$ cat src/rtl/pclk_gen_pkg.sv
`timescale 1ns/1ps
package pclk_gen_pkg;

    // Phase of the divided clock pair
    typedef enum logic [2:0] {
        PH_IDLE   = 3'd0,
        PH_HIGH   = 3'd1,
        PH_LOW    = 3'd2,
        PH_STR_HI = 3'd3,
        PH_STR_LO = 3'd4
    } phase_e;

    // Registered output bundle
    typedef struct packed {
        logic pclk;
        logic tclk;
        logic cyc;
        logic wact;
    } clk_out_t;

endpackage

$ cat src/rtl/pclk_rst_qual.sv
`timescale 1ns/1ps
module pclk_rst_qual #(
    parameter int RST_HOLD = 4
) (
    input  logic clk_in,
    input  logic rst_req,
    output logic rst_active
);
    localparam int CNT_W = (RST_HOLD > 2) ? $clog2(RST_HOLD) : 1;
    localparam logic [CNT_W-1:0] LAST = CNT_W'(RST_HOLD - 1);

    logic [CNT_W-1:0] run_q;
    logic             act_q;

    // Count consecutive high samples and saturate at LAST.
    // Reset becomes active on the RST_HOLD-th consecutive high edge.
    always_ff @(posedge clk_in) begin
        if (!rst_req) begin
            run_q <= '0;
            act_q <= 1'b0;
        end else begin
            act_q <= (run_q == LAST);
            if (run_q != LAST) begin
                run_q <= run_q + 1'b1;
            end
        end
    end

    assign rst_active = act_q;

endmodule

$ cat src/rtl/pclk_phase_fsm.sv
`timescale 1ns/1ps
module pclk_phase_fsm
    import pclk_gen_pkg::*;
(
    input  logic   clk_in,
    input  logic   rst_active,
    input  logic   wait_i,
    output phase_e st_nxt
);
    phase_e st_q;

    // State register
    always_ff @(posedge clk_in) begin
        st_q <= st_nxt;
    end

    // Next-state logic; wait only matters at the end of a low half
    always_comb begin
        st_nxt = st_q;
        if (rst_active) begin
            st_nxt = PH_IDLE;
        end else begin
            unique case (st_q)
                PH_IDLE:   st_nxt = PH_LOW;
                PH_HIGH:   st_nxt = PH_LOW;
                PH_LOW:    st_nxt = wait_i ? PH_STR_HI : PH_HIGH;
                PH_STR_HI: st_nxt = PH_STR_LO;
                PH_STR_LO: st_nxt = wait_i ? PH_STR_HI : PH_HIGH;
                default:   st_nxt = PH_IDLE;
            endcase
        end
    end

endmodule

$ cat src/rtl/pclk_out_reg.sv
`timescale 1ns/1ps
module pclk_out_reg
    import pclk_gen_pkg::*;
(
    input  logic     clk_in,
    input  phase_e   st_nxt,
    output clk_out_t outs_q
);
    // Outputs are decoded from the next state and registered,
    // so each clock leaves a flop directly.
    always_ff @(posedge clk_in) begin
        unique case (st_nxt)
            PH_HIGH: begin
                outs_q.pclk <= 1'b1;
                outs_q.tclk <= 1'b1;
                outs_q.cyc  <= 1'b1;
                outs_q.wact <= 1'b0;
            end
            PH_STR_HI: begin
                outs_q.pclk <= 1'b0;
                outs_q.tclk <= 1'b1;
                outs_q.cyc  <= 1'b0;
                outs_q.wact <= 1'b1;
            end
            PH_STR_LO: begin
                outs_q.pclk <= 1'b0;
                outs_q.tclk <= 1'b0;
                outs_q.cyc  <= 1'b0;
                outs_q.wact <= 1'b1;
            end
            default: begin
                outs_q.pclk <= 1'b0;
                outs_q.tclk <= 1'b0;
                outs_q.cyc  <= 1'b0;
                outs_q.wact <= 1'b0;
            end
        endcase
    end

endmodule

$ cat src/rtl/pclk_stretch_gen.sv
`timescale 1ns/1ps
module pclk_stretch_gen
    import pclk_gen_pkg::*;
#(
    parameter int RST_HOLD = 4
) (
    input  logic clk_in,
    input  logic rst_req,
    input  logic wait_i,
    output logic pclk_o,
    output logic tclk_o,
    output logic cyc_start_o,
    output logic wait_act_o
);
    logic     rst_active;
    phase_e   st_nxt;
    clk_out_t outs_q;

    pclk_rst_qual #(.RST_HOLD(RST_HOLD)) rst_qual_i (
        .clk_in     (clk_in),
        .rst_req    (rst_req),
        .rst_active (rst_active)
    );

    pclk_phase_fsm fsm_i (
        .clk_in     (clk_in),
        .rst_active (rst_active),
        .wait_i     (wait_i),
        .st_nxt     (st_nxt)
    );

    pclk_out_reg out_i (
        .clk_in (clk_in),
        .st_nxt (st_nxt),
        .outs_q (outs_q)
    );

    assign pclk_o      = outs_q.pclk;
    assign tclk_o      = outs_q.tclk;
    assign cyc_start_o = outs_q.cyc;
    assign wait_act_o  = outs_q.wact;

endmodule

$ cat config.mk
export PLATFORM = sky130hd
export DESIGN_NAME = pclk_stretch_gen
export DESIGN_NICKNAME = d
export VERILOG_FILES = /design/src/rtl/pclk_gen_pkg.sv /design/src/rtl/pclk_rst_qual.sv /design/src/rtl/pclk_phase_fsm.sv /design/src/rtl/pclk_out_reg.sv /design/src/rtl/pclk_stretch_gen.sv
export SDC_FILE = /design/constraint.sdc
export NUM_CORES = 1
export LEC_CHECK = 0
export CORE_AREA = 10 10 47 49
export DETAILED_ROUTE_END_ITERATION = 8
export DIE_AREA = 0 0 57 59
export GPL_TIMING_DRIVEN = 0
export REMOVE_ABC_BUFFERS = 1
export SYNTH_ARGS = -nofsm -noshare
export SYNTH_HDL_FRONTEND = slang
export SYNTH_SLANG_ARGS = --single-unit
$ cat constraint.sdc
create_clock -name clk_in -period 1.05 [get_ports clk_in]
set_input_delay 0.1575 -clock clk_in [delete_from_list [all_inputs] [get_ports clk_in]]
set_output_delay 0.1575 -clock clk_in [all_outputs]
set_load 0.01 [all_outputs]
Word level (Yosys, flattened, before mapping)
Index checks and enable logic that the tools add are counted.

operators by class
  $add $sub $neg = 1
  mux-type cells = 4
  reduce and logical (&&, ||, !) cells = 3
  eq/ne operators = 9

operators with widths
  operator                                        number
  one-hot mux 4 bit (3 select lines)              1
  == test 3 x 2 -> 1 bit (second input constant)  3
  one-hot mux 3 bit (3 select lines)              1
  == test 3 x 1 -> 1 bit (second input constant)  2
  == test 3 bit (second input constant)           2
  OR reduction 2 bit                              2
  logical NOT 3 bit                               1
  2-to-1 mux 3 bit                                1
  adder 2 x 1 -> 2 bit (second input constant)    1
  == test 2 bit (second input constant)           1
  2-to-1 mux 2 bit                                1
  != test 2 bit (second input constant)           1

word-level totals
  logic and storage cells = 24
  output and inout bits = 4
  bits in registers = 10
  input port bits = 3

Logic depth before layout (Yosys ltp)
  depth after elaboration = 6
  mapped depth = 3
  depth with buffers taken out = 3

By module
Synthesis repeated with hierarchy kept, for this count alone.

second synthesis, totals
  cell total of the unflattened synthesis = 28
  area total of the unflattened synthesis = 337.8 µm²

modules (own cells, without submodules)
  module          times used  area an instance (µm²)  sequential area each (µm²)  cells each
  pclk_rst_qual   1           122.6                   60.1                        10
  pclk_out_reg    1           108.9                   60.1                        8
  pclk_phase_fsm  1           106.4                   60.1                        10

Worst setup path before layout
No wires, ideal clock.

  path type = flip-flop to flip-flop
  from = register rst_qual_i.run_q[0]
  to = register rst_qual_i.run_q[0]
  library setup time = 115 ps
  period minus slack after synthesis = 901 ps
  data arrival time = 786 ps
  cell stages (with the launch flop) = 4
  path slack = 149 ps
  path buffers = 0
  data required time = 935 ps
  cells stage by stage = dfxtp_1 > ha_1 > xnor2_1 > and2_1

on the way
  longest elaborated chain between the ends = 1
  elaborated cells on any way between the ends = 2
  those cells by class = 1 x add/sub; 1 x eq/ne

RTL lines
  element                                                line                                      text
  start, declared                                        pclk_rst_qual.sv:12                       logic [CNT_W-1:0] run_q;
  start signal, assigned                                 pclk_rst_qual.sv:24                       run_q <= run_q + 1'b1;
  adder 2 x 1 -> 2 bit or != test 2 bit (tied branches)  pclk_rst_qual.sv:24, pclk_rst_qual.sv:23

Several ways; a longest one is shown, not always the timed one.
A chain may end at the register's enable or synchronous reset.

Worst setup path in the final report
  from = register, netlist name out_i.outs_q[1]
  to = output port cyc_start_o

RTL lines
  element        line                    text
  end, declared  pclk_stretch_gen.sv:12  output logic cyc_start_o,

No word-level cell between the ends.

==> results by group <==
Die
  – Core footprint: 1400 um^2
  – Die height: 59 um
  – Cell Rows: 14
  – Num ports: 7
  – Die area: 3360 um^2
  – Initial Utilization: 22.7%
  – Die width: 57 um

Critical path
  – WP data required: 0.89 ns
  – Critical path's top delay family: flip-flops
  – WP buf/inv: 1
  – Worst path slowest cell: dfxtp_1
  – CP peak stage delay: 0.31 ns
  – Worst endpoint data arrival time: 0.83 ns
  – Worst-path maximum fanout: 2
  – Critical path class: reg2out
  – Worst-path cell chain: dlygate4sd2_1
  – Critical Path Sink Type: primary output
  – CP Launch Type: flip-flop

Synth
  – Synth warn: 0
  – Area contributors post-synth: dfxtp_1, xnor2_1, and2_1, ha_1, nor2b_1
  – Mapped cell area: 318 um^2
  – Synth Instances: 29
  – Yosys reg bits: 9
  – Area share of the largest cell type after synthesis: 56.7%
  – Number of distinct library cells after synthesis: 17
  – Sequential share of the synthesized area: 56.7%
  – Mean post-synth cell area: 11.0 um^2
  – Synth area leader: dfxtp_1

Route
  – Met2 WL post-DR: 170 um
  – Residual DRC: 0
  – Met1 WL: 223 um
  – Routed wl met3: 78 um
  – Vias per inst: 3.96
  – Top layer in use: met3
  – Vias post-DR: 214
  – Final ANT Viol Nets: 0
  – Drt total wl: 472 um
  – DR WL/cell: 8.74 um
  – Drt initial violations: 6
  – First-pass detailed-route iteration total: 2

CTS
  – Clk sinks: 9
  – Clock Pin Slew Worst Setup and Hold Paths: 0.06 ns
  – Clock root buffer: clkbuf_4
  – H-Tree Depth: 1
  – CTS Buffer Depth: 2
  – Worst skew pair latency: 0.26 ns
  – CTS tree: done
  – TritonCTS buffer count: 3

Place
  – Port buffer count: 6
  – DP Area: 390 um^2
  – RD Place Congestion: 0.641
  – Detailed placement HPWL: 365 um
  – Pre-CTS WS: -0.132 ns

Global routing
  – Initial antenna violation count: 0
  – Gr ovfl total: 0
  – Largest net degree at the start of global routing: 7
  – GRT Total Usage: 3.47%
  – Vias in the first global route: 210
  – First-pass GRT wire length: 814 um

Power
  – VDD IR max: 1180 uV
  – Leak: 0.168 nW
  – Power Dens Cells: 3000 nW/um^2

STA
  – Unrepaired setup endpoints after global routing: true
  – # setup viols final: 0
  – Fmax: 1010 MHz
  – Headroom to the max-slew limit: 82.9%
  – Setup ws final: 0.0582 ns
  – Total negative slack: 0 ns
  – Fin. Hold Viols: 0
  – Min Hold Slack: 0.510 ns
  – Clk_skew: 0.00284 ns
  – Final worst-path cycle share: 94.5%
  – Final-report max-slew violation count: 0
  – Worst Max-Slew Pin Slew: 0.255 ns
  – Post-route minimum period: 0.992 ns

Finish
  – Most frequent cells in the layout: dfxtp_1, clkbuf_4, dlygate4sd2_1
  – Fillers: 160
  – Nets: 43
  – Share of post-route cells with drive strength above 1: 13.2%
  – Inserted Diodes: 0
  – Synth-to-Final Area Change: 29.9%
  – Most common cell after layout, fill and taps aside: dfxtp_1
  – Design area: 413 um^2
  – Fin util: 29.5%

Job
  – # Max-Cap Violations: 0

Hold path
  – HP Class: in2reg

Status
  – Outcome: completed
-- worst paths after layout --
| kind | from | endpoint | slack, ns | cells after the start |
|---|---|---|---|---|
| setup / recovery | out_i.outs_q[1] | cyc_start_o | 0.06 | 1 |
| hold / removal | rst_req | rst_qual_i.run_q[1] | 0.51 | 2 |
| setup reg to reg | fsm_i.st_q[0] | fsm_i.st_q[1] | 0.11 | 3 |
| hold reg to reg | rst_qual_i.rst_active | fsm_i.st_q[1] | 0.51 | 1 |
-- worst register-to-register path, stage by stage, from the launching register on --
cell and delay (ns):
dfxtp_1 0.35, nand2b_1 0.16, maj3_2 0.31, nor2_2 0.07
-- cells by family (layout without fill, tap and decap cells) --
logic type / count (synthesis) / count (layout) / synth area share, %
and+or+nand+nor: 12 / 12 / 21.7
DFF: 9 / 9 / 56.7
adders and majority gates: 2 / 2 / 7.48
AOI/OAI and AO/OA: 2 / 2 / 3.15
xor gates and xnor gates: 2 / 2 / 5.51
muxes: 1 / 1 / 3.15
buffers and inverters: 1 / 10 / 2.36
-- metrics by stage --
stage,power [mW],instances
6_report,1.24,54
5_1_grt,1.36,54
4_1_cts,1.25,54
3_5_place_dp,1.04,50
3_3_place_gp,1.03,50
2_1_floorplan,0.841,28
-- synth_stat cells --
cell type	n
xnor2_1	2
mux2i_1	1
and2_1	2
o21ai_0	1
ha_1	1
nor2_1	1
nor4_1	1
maj3_2	1
nor2b_1	2
nor3b_1	1
nor2_2	1
buf_4	1
nor3_1	2
dfxtp_1	9
nand2b_1	1
nand2_1	1
a21oi_1	1
-- power by group --
part	internal, mW	switching, mW	total [mW]
clock network	0.146	0.119	0.265
registers	0.480	0.0940	0.574
logic	0.222	0.180	0.402
total	0.848	0.392	1.24
-- layer usage --
| metal | up-vias | GRT usage [%] |
|---|---|---|
| met3 | 0 | 5.15 |
| met2 | 9 | 4.03 |
| met4 | 0 | 2.01 |
| met1 | 91 | 2.87 |
| met5 | - | 0 |
| li1 | 114 | - |
-- sequential cells by signal, indices dropped and copies added (netlist names) --
register,cells
fsm_i.st_q,3
out_i.outs_q,3
rst_qual_i.run_q,2
rst_qual_i.rst_active,1
-- layout make-up --
| class | instances | area [um^2] | share of cell area [%] |
|---|---|---|---|
| Multi-Input combinational cell | 19 | 130 | 31.5 |
| Tap cell | 16 | 20.0 | 4.85 |
| Timing Repair Buffer | 6 | 56.3 | 13.6 |
| Sequential cell | 9 | 180 | 43.6 |
| Clock buffer | 4 | 26.3 | 6.36 |
-- what timing repair did --
item,4_1_cts,5_1_grt
hold buffers,0,0
resized for setup,4,1
hold endpoints to repair,0,0
setup endpoints to repair,4,3
setup buffers,0,0
No activity file was read; power rests on OpenSTA's default activity.
